`config.mk`:
```
export PLATFORM = sky130hd
export DESIGN_NAME = tdm_sram_arbiter
export DESIGN_NICKNAME = d
export VERILOG_FILES = /design/src/rtl/tsa_pkg.sv /design/src/rtl/tsa_slot_sched.sv /design/src/rtl/tsa_rr_pick.sv /design/src/rtl/tsa_sram_port.sv /design/src/rtl/tdm_sram_arbiter.sv
export SDC_FILE = /design/constraint.sdc
export NUM_CORES = 1
export LEC_CHECK = 0
export ABC_AREA = 1
export BUFFER_PORTS_ARGS = -buffer_cell sky130_fd_sc_hd__buf_4
export CORE_AREA = 2 2 143 145
export DETAILED_ROUTE_END_ITERATION = 10
export DIE_AREA = 0 0 145 147
export GPL_ROUTABILITY_DRIVEN = 0
export HOLD_SLACK_MARGIN = 0.02
export PLACE_DENSITY = 0.55
export SYNTH_ARGS = -nofsm -noshare
export SYNTH_HDL_FRONTEND = slang
export SYNTH_SLANG_ARGS = --single-unit
```
`constraint.sdc`:
```
create_clock -name clk -period 3.75 [get_ports clk]
set_input_delay 0.75 -clock clk [delete_from_list [all_inputs] [get_ports clk]]
set_output_delay 0.75 -clock clk [all_outputs]
set_load 0.005 [all_outputs]
```
`src/rtl/tsa_pkg.sv`:
```
package tsa_pkg;
  localparam int MIDX_W = 3;              // width of a master index in the slot table
  typedef logic [MIDX_W-1:0] midx_t;
endpackage

```
`src/rtl/tsa_slot_sched.sv`:
```
module tsa_slot_sched
  import tsa_pkg::*;
#(
  parameter int NUM_M = 4,
  parameter int unsigned OWN_SLOTS [NUM_M] = '{65, 11, 4, 3},
  parameter int FRAME_LEN = 83,
  localparam int SLOT_W = (FRAME_LEN > 1) ? $clog2(FRAME_LEN) : 1
) (
  input  logic  clk,
  input  logic  rst_n,
  output midx_t owner
);
  logic [SLOT_W-1:0] slot_q;
  midx_t             tab_q [FRAME_LEN];

  function automatic midx_t init_owner(int s);
    int acc;
    acc = 0;
    init_owner = '0;
    for (int m = 0; m < NUM_M; m++) begin
      if (s >= acc && s < acc + int'(OWN_SLOTS[m])) init_owner = MIDX_W'(m);
      acc += int'(OWN_SLOTS[m]);
    end
  endfunction

  for (genvar s = 0; s < FRAME_LEN; s++) begin : g_tab
    always_ff @(posedge clk) begin
      if (!rst_n) tab_q[s] <= init_owner(s);
    end
  end

  always_ff @(posedge clk) begin
    if (!rst_n)                              slot_q <= '0;
    else if (slot_q == SLOT_W'(FRAME_LEN-1)) slot_q <= '0;
    else                                     slot_q <= slot_q + 1'b1;
  end

  assign owner = tab_q[slot_q];

  p_slot_range_r1: assert property (@(posedge clk) disable iff (!rst_n)
    int'(slot_q) < FRAME_LEN);
  p_slot_wrap_r1: assert property (@(posedge clk) disable iff (!rst_n)
    (slot_q == SLOT_W'(FRAME_LEN-1)) |=> (slot_q == '0));
  p_owner_legal_r1: assert property (@(posedge clk) disable iff (!rst_n)
    int'(owner) < NUM_M);
endmodule

```
`src/rtl/tsa_rr_pick.sv`:
```
module tsa_rr_pick
  import tsa_pkg::*;
#(
  parameter int NUM_M = 4
) (
  input  logic             clk,
  input  logic             rst_n,
  input  logic [NUM_M-1:0] req,
  input  midx_t            owner,
  output logic [NUM_M-1:0] gnt,
  output logic             gnt_any,
  output midx_t            gnt_idx
);
  midx_t last_q;
  logic  reclaim;

  always_comb begin
    gnt_idx = owner;
    gnt_any = 1'b0;
    reclaim = 1'b0;
    if (req[owner]) begin
      gnt_any = 1'b1;
    end else begin
      for (int i = 1; i <= NUM_M; i++) begin
        if (!gnt_any && req[(int'(last_q) + i) % NUM_M]) begin
          gnt_any = 1'b1;
          reclaim = 1'b1;
          gnt_idx = MIDX_W'((int'(last_q) + i) % NUM_M);
        end
      end
    end
    gnt = '0;
    for (int m = 0; m < NUM_M; m++) gnt[m] = gnt_any && (gnt_idx == MIDX_W'(m));
  end

  always_ff @(posedge clk) begin
    if (!rst_n)       last_q <= MIDX_W'(NUM_M-1);
    else if (reclaim) last_q <= gnt_idx;
  end

  p_one_grant_r8: assert property (@(posedge clk) disable iff (!rst_n)
    $onehot0(gnt));
  p_grant_needs_req_r2: assert property (@(posedge clk) disable iff (!rst_n)
    (gnt & ~req) == '0);
  p_idle_slot_r4: assert property (@(posedge clk) disable iff (!rst_n)
    (req == '0) |-> !gnt_any);
  p_rr_advance_r3: assert property (@(posedge clk) disable iff (!rst_n)
    reclaim |=> (last_q == $past(gnt_idx)));
endmodule

```
`src/rtl/tsa_sram_port.sv`:
```
module tsa_sram_port
  import tsa_pkg::*;
#(
  parameter int NUM_M  = 4,
  parameter int ADDR_W = 20,
  parameter int DATA_W = 36
) (
  input  logic              clk,
  input  logic              rst_n,
  input  logic              gnt_any,
  input  midx_t             gnt_idx,
  input  logic              sel_we,
  input  logic [ADDR_W-1:0] sel_addr,
  input  logic [DATA_W-1:0] sel_wdata,
  input  logic [DATA_W-1:0] sram_din,
  output logic [ADDR_W-1:0] sram_addr,
  output logic [DATA_W-1:0] sram_dout,
  output logic              sram_dq_oe,
  output logic              sram_ce_n,
  output logic              sram_we_n,
  output logic              sram_oe_n,
  output logic [NUM_M-1:0]  rsp_valid,
  output logic [DATA_W-1:0] rsp_data
);
  midx_t rd_idx_q;

  always_ff @(posedge clk) begin
    if (!rst_n) begin
      sram_ce_n  <= 1'b1;
      sram_we_n  <= 1'b1;
      sram_oe_n  <= 1'b1;
      sram_dq_oe <= 1'b0;
      sram_addr  <= '0;
      sram_dout  <= '0;
      rd_idx_q   <= '0;
      rsp_valid  <= '0;
      rsp_data   <= '0;
    end else begin
      sram_ce_n  <= !gnt_any;
      sram_we_n  <= !(gnt_any && sel_we);
      sram_oe_n  <= !(gnt_any && !sel_we);
      sram_dq_oe <= gnt_any && sel_we;
      if (gnt_any) sram_addr <= sel_addr;
      sram_dout  <= (gnt_any && sel_we) ? sel_wdata : '0;
      rd_idx_q   <= gnt_idx;
      for (int m = 0; m < NUM_M; m++)
        rsp_valid[m] <= !sram_oe_n && (rd_idx_q == MIDX_W'(m));
      if (!sram_oe_n) rsp_data <= sram_din;
    end
  end

  p_bus_turn_r6: assert property (@(posedge clk) disable iff (!rst_n)
    sram_dq_oe |-> (sram_oe_n && !sram_we_n && !sram_ce_n));
  p_cmd_issue_r5: assert property (@(posedge clk) disable iff (!rst_n)
    gnt_any |=> !sram_ce_n);
  p_rd_return_r7: assert property (@(posedge clk) disable iff (!rst_n)
    !sram_oe_n |=> $onehot(rsp_valid));
  p_no_spurious_r7: assert property (@(posedge clk) disable iff (!rst_n)
    sram_oe_n |=> (rsp_valid == '0));
endmodule

```
`src/rtl/tdm_sram_arbiter.sv`:
```
module tdm_sram_arbiter
  import tsa_pkg::*;
#(
  parameter int NUM_M  = 4,
  parameter int unsigned OWN_SLOTS [NUM_M] = '{65, 11, 4, 3},
  parameter int ADDR_W = 20,
  parameter int DATA_W = 36
) (
  input  logic                      clk,
  input  logic                      rst_n,
  input  logic [NUM_M-1:0]          m_valid,
  output logic [NUM_M-1:0]          m_ready,
  input  logic [NUM_M-1:0]          m_we,
  input  logic [NUM_M*ADDR_W-1:0]   m_addr,
  input  logic [NUM_M*DATA_W-1:0]   m_wdata,
  output logic [NUM_M-1:0]          m_rvalid,
  output logic [DATA_W-1:0]         m_rdata,
  output logic [ADDR_W-1:0]         sram_addr,
  output logic [DATA_W-1:0]         sram_dout,
  input  logic [DATA_W-1:0]         sram_din,
  output logic                      sram_dq_oe,
  output logic                      sram_ce_n,
  output logic                      sram_we_n,
  output logic                      sram_oe_n
);
  function automatic int frame_total();
    frame_total = 0;
    for (int m = 0; m < NUM_M; m++) frame_total += int'(OWN_SLOTS[m]);
  endfunction
  localparam int FRAME_LEN = frame_total();

  midx_t             owner, gnt_idx;
  logic              gnt_any, sel_we;
  logic [ADDR_W-1:0] sel_addr;
  logic [DATA_W-1:0] sel_wdata;

  tsa_slot_sched #(.NUM_M(NUM_M), .OWN_SLOTS(OWN_SLOTS), .FRAME_LEN(FRAME_LEN)) u_sched (
    .clk(clk), .rst_n(rst_n), .owner(owner));

  tsa_rr_pick #(.NUM_M(NUM_M)) u_pick (
    .clk(clk), .rst_n(rst_n), .req(m_valid), .owner(owner),
    .gnt(m_ready), .gnt_any(gnt_any), .gnt_idx(gnt_idx));

  always_comb begin
    sel_we    = 1'b0;
    sel_addr  = '0;
    sel_wdata = '0;
    for (int m = 0; m < NUM_M; m++) begin
      if (m_ready[m]) begin
        sel_we    = m_we[m];
        sel_addr  = m_addr[m*ADDR_W +: ADDR_W];
        sel_wdata = m_wdata[m*DATA_W +: DATA_W];
      end
    end
  end

  tsa_sram_port #(.NUM_M(NUM_M), .ADDR_W(ADDR_W), .DATA_W(DATA_W)) u_port (
    .clk(clk), .rst_n(rst_n), .gnt_any(gnt_any), .gnt_idx(gnt_idx),
    .sel_we(sel_we), .sel_addr(sel_addr), .sel_wdata(sel_wdata),
    .sram_din(sram_din), .sram_addr(sram_addr), .sram_dout(sram_dout),
    .sram_dq_oe(sram_dq_oe), .sram_ce_n(sram_ce_n), .sram_we_n(sram_we_n),
    .sram_oe_n(sram_oe_n), .rsp_valid(m_rvalid), .rsp_data(m_rdata));

  p_ready_only_valid_r2: assert property (@(posedge clk) disable iff (!rst_n)
    (m_ready & ~m_valid) == '0);
  p_single_access_r8: assert property (@(posedge clk) disable iff (!rst_n)
    $countones(m_ready) <= 1);
endmodule

```
==> impl_results.rst, run 1 <==
.. list-table::
   :header-rows: 1

   * - Metric
     - Value
   * - Detailed Routing Iterations Pass 1
     - 4
   * - Sequential element share of the synthesized area
     - roughly two fifths
   * - Layout cells sized above 1
     - between 30% and 40%
   * - Post-layout worst setup margin
     - 0.324 ns
   * - Max-cap violations
     - 0
   * - Final HPWL from detailed placement
     - approximately 18,000 microns
   * - Synth cell count leaders
     - sky130_fd_sc_hd__nand2_1 (278), sky130_fd_sc_hd__nor2_1 (213), sky130_fd_sc_hd__dfxtp_1 (111), sky130_fd_sc_hd__inv_1 (79), sky130_fd_sc_hd__nand3_1 (79)
   * - Count of flip-flops with a built-in enable after synthesis
     - 0
   * - Clock group share of total power
     - around 26%
   * - Max-slew violation count
     - 0
   * - Count of buffers from port buffering
     - 373
   * - Leakage power summed over all cells
     - 4.81 nW
   * - Leftover overflow at the end of global routing
     - 0
   * - Maximum frequency from static timing analysis
     - approximately 0.29 GHz
   * - Async set or reset register ratio after synthesis
     - 0%
   * - Type of the worst setup path
     - flip-flop to primary output
   * - Wire length of the first global-routing pass
     - around 35,000 microns
   * - Core outline area
     - between 15,000 and 20,000 sq um
   * - Antenna Cells
     - 0
   * - Dominant combinational cell family by area after synthesis
     - simple AND/OR/NAND/NOR gates
   * - Clock tree from TritonCTS
     - yes
   * - Largest net degree at the start of global routing
     - 65
   * - Class of the tightest hold or removal check
     - flip-flop to flip-flop
   * - Resized Gates After CTS
     - 0
   * - Starting Density
     - between 20% and 30%
   * - Via count of the first global-routing pass
     - between 6,000 and 7,000
   * - Largest buffer count on any clock path
     - 2
   * - Util after Layout
     - around 45%
   * - Max VDD drop
     - approximately 0.00022 V
   * - Number of nets still failing antenna checks after routing
     - 0
   * - Switching portion of total power
     - between 30% and 40%
   * - Critical path arrival
     - around 2.7 ns
   * - Top-level I/O count
     - 374
   * - Final hold viol count
     - 0
   * - Net Switching
     - ~1.4 mW
   * - Final wirelength
     - ~23,000 microns
   * - Antenna violations before repair
     - 0
   * - Post-CTS Setup Inserts
     - 0
   * - Outcome
     - complete, no violations
   * - Clock Latency Late Sink
     - 0.36 ns
   * - Die Wd
     - ~150 microns
   * - Number of placement rows
     - between 50 and 60
   * - DRC marker count from the first detailed-route iteration
     - about 240
   * - Die Ht
     - 147 microns
   * - Area share of fa/ha/maj cells after synthesis
     - less than 1%
   * - Number of vias per cell after detailed routing
     - 4.35
   * - Netlist area before placement
     - around 5600 sq um
   * - Number of clock buffers inserted by TritonCTS
     - 9
   * - Via count
     - approximately 6,700
   * - Mean routed wirelength per cell
     - roughly 15 microns
   * - Mapped Cells
     - about 920
   * - Die ar.
     - between 20,000 and 25,000 sq um
   * - Post-layout min period
     - 3.43 ns
   * - Most common cell in the synthesized netlist
     - sky130_fd_sc_hd__nand2_1
   * - Synthesis-to-layout area growth
     - 59.6%
   * - Final clock skew
     - approximately 0.0083 ns
   * - Number of setup violations in the final report
     - 0
   * - Library cell used as clock root buffer
     - sky130_fd_sc_hd__clkbuf_16
   * - Largest cells by area after synthesis
     - sky130_fd_sc_hd__dfxtp_1 (40%), sky130_fd_sc_hd__nand2_1 (19%), sky130_fd_sc_hd__nor2_1 (14%)
   * - Worst endpoint required time
     - around 3 ns
   * - Mux share of post-synthesis cell area
     - 0%
   * - Comb power frac
     - 37.8%
   * - Synthesized Nets
     - roughly 1,200
   * - Xor and xnor area share after synthesis
     - less than 1%
   * - Net total in the final layout
     - between 1,500 and 2,000
   * - Total of fill cells in the finished design
     - between 2,000 and 2,500
   * - CTS Hold Bufs
     - 0
   * - Capturing element type of the critical path
     - primary output
   * - CP startpoint kind
     - flip-flop
   * - Relative contribution of sequential cells to total power
     - roughly 37%
   * - Simple logic cell fraction of the synthesized area
     - between 40% and 50%
   * - Pwr Density
     - between 400 and 500 nW/um^2
   * - Clock sink count
     - about 110
   * - Portion of synthesized cell area occupied by the leading cell type
     - slightly below 40%
   * - Worst slew slack as a fraction of its limit
     - between 50% and 60%
   * - Post-synthesis cell type with the largest combined area
     - sky130_fd_sc_hd__dfxtp_1
   * - CTS clk-pin slew, worst paths
     - 0.08 ns
   * - H-tree levels
     - 3
   * - Mapped Avg Cell Area
     - ~6.1 sq um
   * - Compound-Gate Fraction of Synth Area
     - about 6.5%
   * - Total negative slack for setup checks
     - 0 ns
   * - Transition time of the tightest slew-check pin
     - ~0.66 ns
   * - Dpl ws
     - ~0.47 ns
   * - Internal
     - between 2 and 3 mW
   * - Number of register bits inferred by synthesis
     - about 110
   * - Final Cycle Share
     - 91.4%
   * - Number of different library cells in the post-synthesis netlist
     - 30
   * - Dominant synthesized flop cell
     - sky130_fd_sc_hd__dfxtp_1
   * - Total number of yosys warnings
     - 0
   * - Unrepaired setup endpoints after global routing
     - no
   * - CP Max Fanout
     - 13
   * - Gr usage total
     - between 20% and 30%
   * - Number of DRC violations after detailed routing
     - 0
==> sequential cells by signal (all words and copies together) (netlist names) <==
name               flops
u_pick.last_q          2
u_port.rd_idx_q        2
u_port.rsp_data       36
u_port.rsp_valid       4
u_port.sram_addr      20
u_port.sram_ce_n       1
u_port.sram_dout      36
u_port.sram_dq_oe      1
u_port.sram_oe_n       1
u_port.sram_we_n       1
u_sched.slot_q         7
==> final cells by class <==
class | count | area, sq um | area share (%)
timing repair buffer | 384 | 2910 | 32.5
multi-input combinational | 669 | 2840 | 31.7
sequential | 111 | 2220 | 24.8
inverter | 90 | 338 | 3.77
tap | 270 | 338 | 3.77
clock buffer | 9 | 225 | 2.52
clock inverter | 7 | 83.8 | 0.936
==> metrics by stage <==
step	hold WS (ns)	total power, mW	std cells	instance area (sq um)
2_1_floorplan	0.421	2.21	916	5610
3_3_place_gp	0.445	2.96	1524	8640
3_5_place_dp	0.443	2.97	1524	8640
4_1_cts	0.453	3.98	1540	8950
5_1_grt	0.484	4.21	1540	8950
6_report	0.452	3.92	1540	8950
==> critical path, cell delays in order, from the launching register on <==
cell,delay (ns)
sky130_fd_sc_hd__dfxtp_1,0.57
sky130_fd_sc_hd__inv_2,0.16
sky130_fd_sc_hd__nand2_1,0.09
sky130_fd_sc_hd__nand2_1,0.11
sky130_fd_sc_hd__nand3_1,0.12
sky130_fd_sc_hd__nand2_1,0.13
sky130_fd_sc_hd__nand2_1,0.13
sky130_fd_sc_hd__nor2_1,0.05
sky130_fd_sc_hd__nor2_1,0.17
sky130_fd_sc_hd__nand2_1,0.09
sky130_fd_sc_hd__nand2_2,0.16
sky130_fd_sc_hd__nand3_1,0.14
sky130_fd_sc_hd__inv_2,0.23
sky130_fd_sc_hd__buf_4,0.16
==> placed cells by master, fill, tap and decap left out, types with 2 or more instances in the layout <==
cell type,count
sky130_fd_sc_hd__nand2_2,5
sky130_fd_sc_hd__ha_1,3
sky130_fd_sc_hd__nand3_1,79
sky130_fd_sc_hd__inv_6,4
sky130_fd_sc_hd__inv_1,79
sky130_fd_sc_hd__nand4_1,3
sky130_fd_sc_hd__inv_2,11
sky130_fd_sc_hd__nor2_1,211
sky130_fd_sc_hd__buf_4,382
sky130_fd_sc_hd__buf_12,2
sky130_fd_sc_hd__a21oi_1,13
sky130_fd_sc_hd__nand3_2,3
sky130_fd_sc_hd__clkbuf_16,9
sky130_fd_sc_hd__nor3_1,6
sky130_fd_sc_hd__dfxtp_1,111
sky130_fd_sc_hd__o21ai_0,50
sky130_fd_sc_hd__o211ai_1,3
sky130_fd_sc_hd__clkinv_8,3
sky130_fd_sc_hd__o21ai_1,2
sky130_fd_sc_hd__nand2_1,278
sky130_fd_sc_hd__nor2_4,4
==> routing by layer <==
| layer | part of all wire [%] | up-vias | wire length (microns) | track usage [%] |
|---|---|---|---|---|
| met3 | 7.7 | 25 | 1770 | 5.75 |
| li1 | - | 3503 | - | - |
| met1 | 42 | 2937 | 9810 | 26.1 |
| met2 | 48 | 240 | 11100 | 35.9 |
| met5 | 0 | - | 0 | 0 |
| met4 | 2.1 | 0 | 484 | 6.93 |
==> worst paths after layout <==
| check | from | end | slack, ns | cells after the start |
|---|---|---|---|---|
| max | u_pick.last_q[0] | m_ready[0] | 0.32 | 13 |
| min | u_port.rd_idx_q[1] | u_port.rsp_valid[1] | 0.45 | 1 |
| max reg2reg | u_pick.last_q[0] | u_port.sram_dout[14] | 0.65 | 17 |
| min reg2reg | u_port.rd_idx_q[1] | u_port.rsp_valid[1] | 0.45 | 1 |
==> cell families after synthesis <==
| family | Yosys count |
|---|---|
| flops | 111 |
| fa+ha+maj | 3 |
| xor+xnor | 1 |
| compound gates | 70 |
| simple gates | 595 |
| buf+inv | 136 |
==> power by group through the flow <==
stage / logic, mW / clock network [mW] / registers, mW
2_1_floorplan: 0.730 / 0 / 1.48
3_3_place_gp: 1.50 / 0 / 1.47
3_5_place_dp: 1.50 / 0 / 1.47
4_1_cts: 1.50 / 1.04 / 1.44
5_1_grt: 1.66 / 1.08 / 1.46
6_report: 1.48 / 0.999 / 1.44
(Power assumes the default switching activity.)
==> run 2, diff against run 1 <==
--- a/config.mk
+++ b/config.mk
@@ -12,6 +12,7 @@
 export DIE_AREA = 0 0 145 147
 export GPL_ROUTABILITY_DRIVEN = 0
 export HOLD_SLACK_MARGIN = 0.02
+export MAX_ROUTING_LAYER = met4
 export PLACE_DENSITY = 0.55
 export SYNTH_ARGS = -nofsm -noshare
 export SYNTH_HDL_FRONTEND = slang
==> impl_results.rst, run 2 (synthesis gave the netlist of run 1 again) <==
.. list-table::
   :header-rows: 1

   * - Metric
     - Value
   * - Relative contribution of sequential cells to total power
     - 36.8% (about the same)
   * - Comb power frac
     - 37.8% (about the same)
   * - CTS clk-pin slew, worst paths
     - 0.08 ns (about the same)
   * - Multi-input gate area
     - 2840 sq um (unchanged)
   * - CP startpoint kind
     - flip-flop
   * - H-tree levels
     - 3 (unchanged)
   * - Number of placement rows
     - 52 (unchanged)
   * - Number of clock buffers inserted by TritonCTS
     - 9 (unchanged)
   * - Number of nets still failing antenna checks after routing
     - 0 (unchanged)
   * - Die Wd
     - 145 microns (unchanged)
   * - Final design instance area without fill
     - 8950 sq um (unchanged)
   * - Starting Density
     - 28.3% (unchanged)
   * - Die ar.
     - 21,300 sq um (unchanged)
   * - Worst slew slack as a fraction of its limit
     - 56.0% (about the same)
   * - Register-to-Register Setup Slack
     - 0.67 ns (+0.02 ns)
   * - Number of DRC violations after detailed routing
     - 0 (unchanged)
   * - Number of setup violations in the final report
     - 0 (unchanged)
   * - Core outline area
     - 19,800 sq um (unchanged)
   * - Total negative slack for setup checks
     - 0 ns (unchanged)
   * - Most frequent standard cell in the layout excluding fill and tap cells
     - sky130_fd_sc_hd__buf_4
   * - Beginning of the worst hold path
     - u_port.rd_idx_q[0]
   * - Util after Layout
     - 45.1% (unchanged)
   * - Wire length of the first global-routing pass
     - 35,000 microns (-0.16%)
   * - Critical path arrival
     - 2.68 ns (about the same)
   * - Clock group share of total power
     - 25.5% (about the same)
   * - Capturing element type of the critical path
     - primary output
   * - Total design power
     - 3.92 mW (about the same)
   * - Final HPWL from detailed placement
     - 18,100 microns (unchanged)
   * - Antenna Cells
     - 0 (unchanged)
   * - FF-to-FF End
     - u_port.sram_dout[14]
   * - Final clock skew
     - 0.00892 ns (+0.000572 ns)
   * - Resized Gates After CTS
     - 0 (unchanged)
   * - Net Switching
     - 1.41 mW (-0.20%)
   * - Post-layout min period
     - 3.43 ns (+0.00823 ns)
   * - Clock sink count
     - 111 (unchanged)
   * - Unrepaired setup endpoints after global routing
     - no
   * - Post-layout worst setup margin
     - 0.315 ns (-0.00823 ns)
   * - Synthesis-to-layout area growth
     - 59.6% (unchanged)
   * - Instance count after placement with tap cells included
     - 1,524 (unchanged)
   * - Type of the worst setup path
     - flip-flop to primary output
   * - Internal
     - 2.51 mW (about the same)
   * - Net total in the final layout
     - 1,538 (unchanged)
   * - Total of fill cells in the finished design
     - 2,149 (unchanged)
   * - CP Max Fanout
     - 13 (unchanged)
   * - Footprint of the flip-flops and latches
     - 2220 sq um (unchanged)
   * - Largest buffer count on any clock path
     - 2 (unchanged)
   * - Max-slew violation count
     - 0 (unchanged)
   * - Count of buffers from port buffering
     - 373 (unchanged)
   * - DRC marker count from the first detailed-route iteration
     - 257 (+8.9%)
   * - Top-level I/O count
     - 374 (unchanged)
   * - Max VDD drop
     - 0.000218 V (-0.55%)
   * - Smallest hold slack
     - 0.453 ns (+0.00100 ns)
   * - Largest net degree at the start of global routing
     - 65 (unchanged)
   * - Post-CTS Setup Inserts
     - 0 (unchanged)
   * - Clock tree from TritonCTS
     - yes
   * - Leakage power summed over all cells
     - 4.81 nW (unchanged)
   * - Leftover overflow at the end of global routing
     - 0 (unchanged)
   * - Most used cells in the layout excluding fill and tap cells
     - sky130_fd_sc_hd__buf_4 (382), sky130_fd_sc_hd__nand2_1 (278), sky130_fd_sc_hd__nor2_1 (211)
   * - Worst R2R Start
     - u_pick.last_q[0]
   * - Final hold viol count
     - 0 (unchanged)
   * - Pwr Density
     - 438 nW/um^2 (about the same)
   * - Number of vias per cell after detailed routing
     - 4.36 (+0.19%)
   * - Biggest registers after layout
     - u_port.rsp_data x36, u_port.sram_dout x36, u_port.sram_addr x20
   * - Maximum frequency from static timing analysis
     - 0.291 GHz (-0.24%)
   * - Transition time of the tightest slew-check pin
     - 0.659 ns (-0.000829 ns)
   * - Capture endpoint of the worst hold path
     - u_port.rsp_valid[2]
   * - Detailed Routing Iterations Pass 1
     - 5 (+1)
   * - Via count
     - 6,718 (+0.19%)
   * - CTS Hold Bufs
     - 0 (unchanged)
   * - Worst Reg-to-Reg Cells
     - 17 (unchanged)
   * - Library cell used as clock root buffer
     - sky130_fd_sc_hd__clkbuf_16
   * - Clock Latency Late Sink
     - 0.36 ns (about the same)
   * - Cell depth of the worst min-delay path
     - 1 (unchanged)
   * - Outcome
     - complete, no violations
   * - Class of the tightest hold or removal check
     - flip-flop to flip-flop
   * - Switching portion of total power
     - 36.0% (-0.044 points)
   * - Gr usage total
     - 21.8% (+0.66 points)
   * - Final Cycle Share
     - 91.6% (+0.22 points)
   * - Worst endpoint required time
     - 3.00 ns (about the same)
   * - Die Ht
     - 147 microns (unchanged)
   * - Mean routed wirelength per cell
     - 15.0 microns (-0.25%)
   * - Antenna violations before repair
     - 0 (unchanged)
   * - Via count of the first global-routing pass
     - 6,215 (+0.19%)
   * - Instance area after placement
     - 8640 sq um (unchanged)
   * - Final wirelength
     - 23,100 microns (-0.25%)
   * - Layout cells sized above 1
     - 33.5% (unchanged)
   * - Dpl ws
     - 0.473 ns (unchanged)
   * - Count of placed standard cells in the final layout, fillers left out
     - 1,540 (unchanged)
   * - Max-cap violations
     - 0 (unchanged)
run 2: worst max-delay path by stage:
stage                     startpoint                    to  depth (start not counted)
floorplan                 m_valid[1]            m_ready[1]                         12
global placement          m_valid[1]            m_ready[0]                         15
detailed placement        m_valid[1]  u_port.sram_dout[20]                         17
CTS                 u_pick.last_q[0]            m_ready[3]                         13
global route        u_pick.last_q[0]            m_ready[3]                         13
finish              u_pick.last_q[0]            m_ready[0]                         13
run 2: final cells by class:
class	instances	area share, %
clock buffer	9	2.52
clock inverter	7	0.936
inverter	90	3.77
multi-input combinational	669	31.7
sequential	111	24.8
tap	270	3.77
timing repair buffer	384	32.5
run 2: power groups by stage:
stage,Combinational [mW],Clock (mW),Sequential (mW)
global route,1.66,1.08,1.46
global placement,1.50,0,1.47
CTS,1.50,1.04,1.44
detailed placement,1.50,0,1.47
floorplan,0.730,0,1.48
finish,1.48,0.999,1.44
run 2: critical path, stage by stage, from the launching register on:
cell and delay, ns:
sky130_fd_sc_hd__dfxtp_1 0.57, sky130_fd_sc_hd__inv_2 0.16, sky130_fd_sc_hd__nand2_1 0.09, sky130_fd_sc_hd__nand2_1 0.11, sky130_fd_sc_hd__nand3_1 0.11, sky130_fd_sc_hd__nand2_1 0.13, sky130_fd_sc_hd__nand2_1 0.13, sky130_fd_sc_hd__nor2_1 0.05
sky130_fd_sc_hd__nor2_1 0.17, sky130_fd_sc_hd__nand2_1 0.09, sky130_fd_sc_hd__nand2_2 0.15, sky130_fd_sc_hd__nand3_1 0.14, sky130_fd_sc_hd__inv_2 0.24, sky130_fd_sc_hd__buf_4 0.17
run 2: metal layers:
layer  GRT usage (%)  part of all wire (%)
met5               -                     0
met1            26.6                    42
met3            4.94                   7.3
met4            6.93                   2.1
met2            36.0                    48
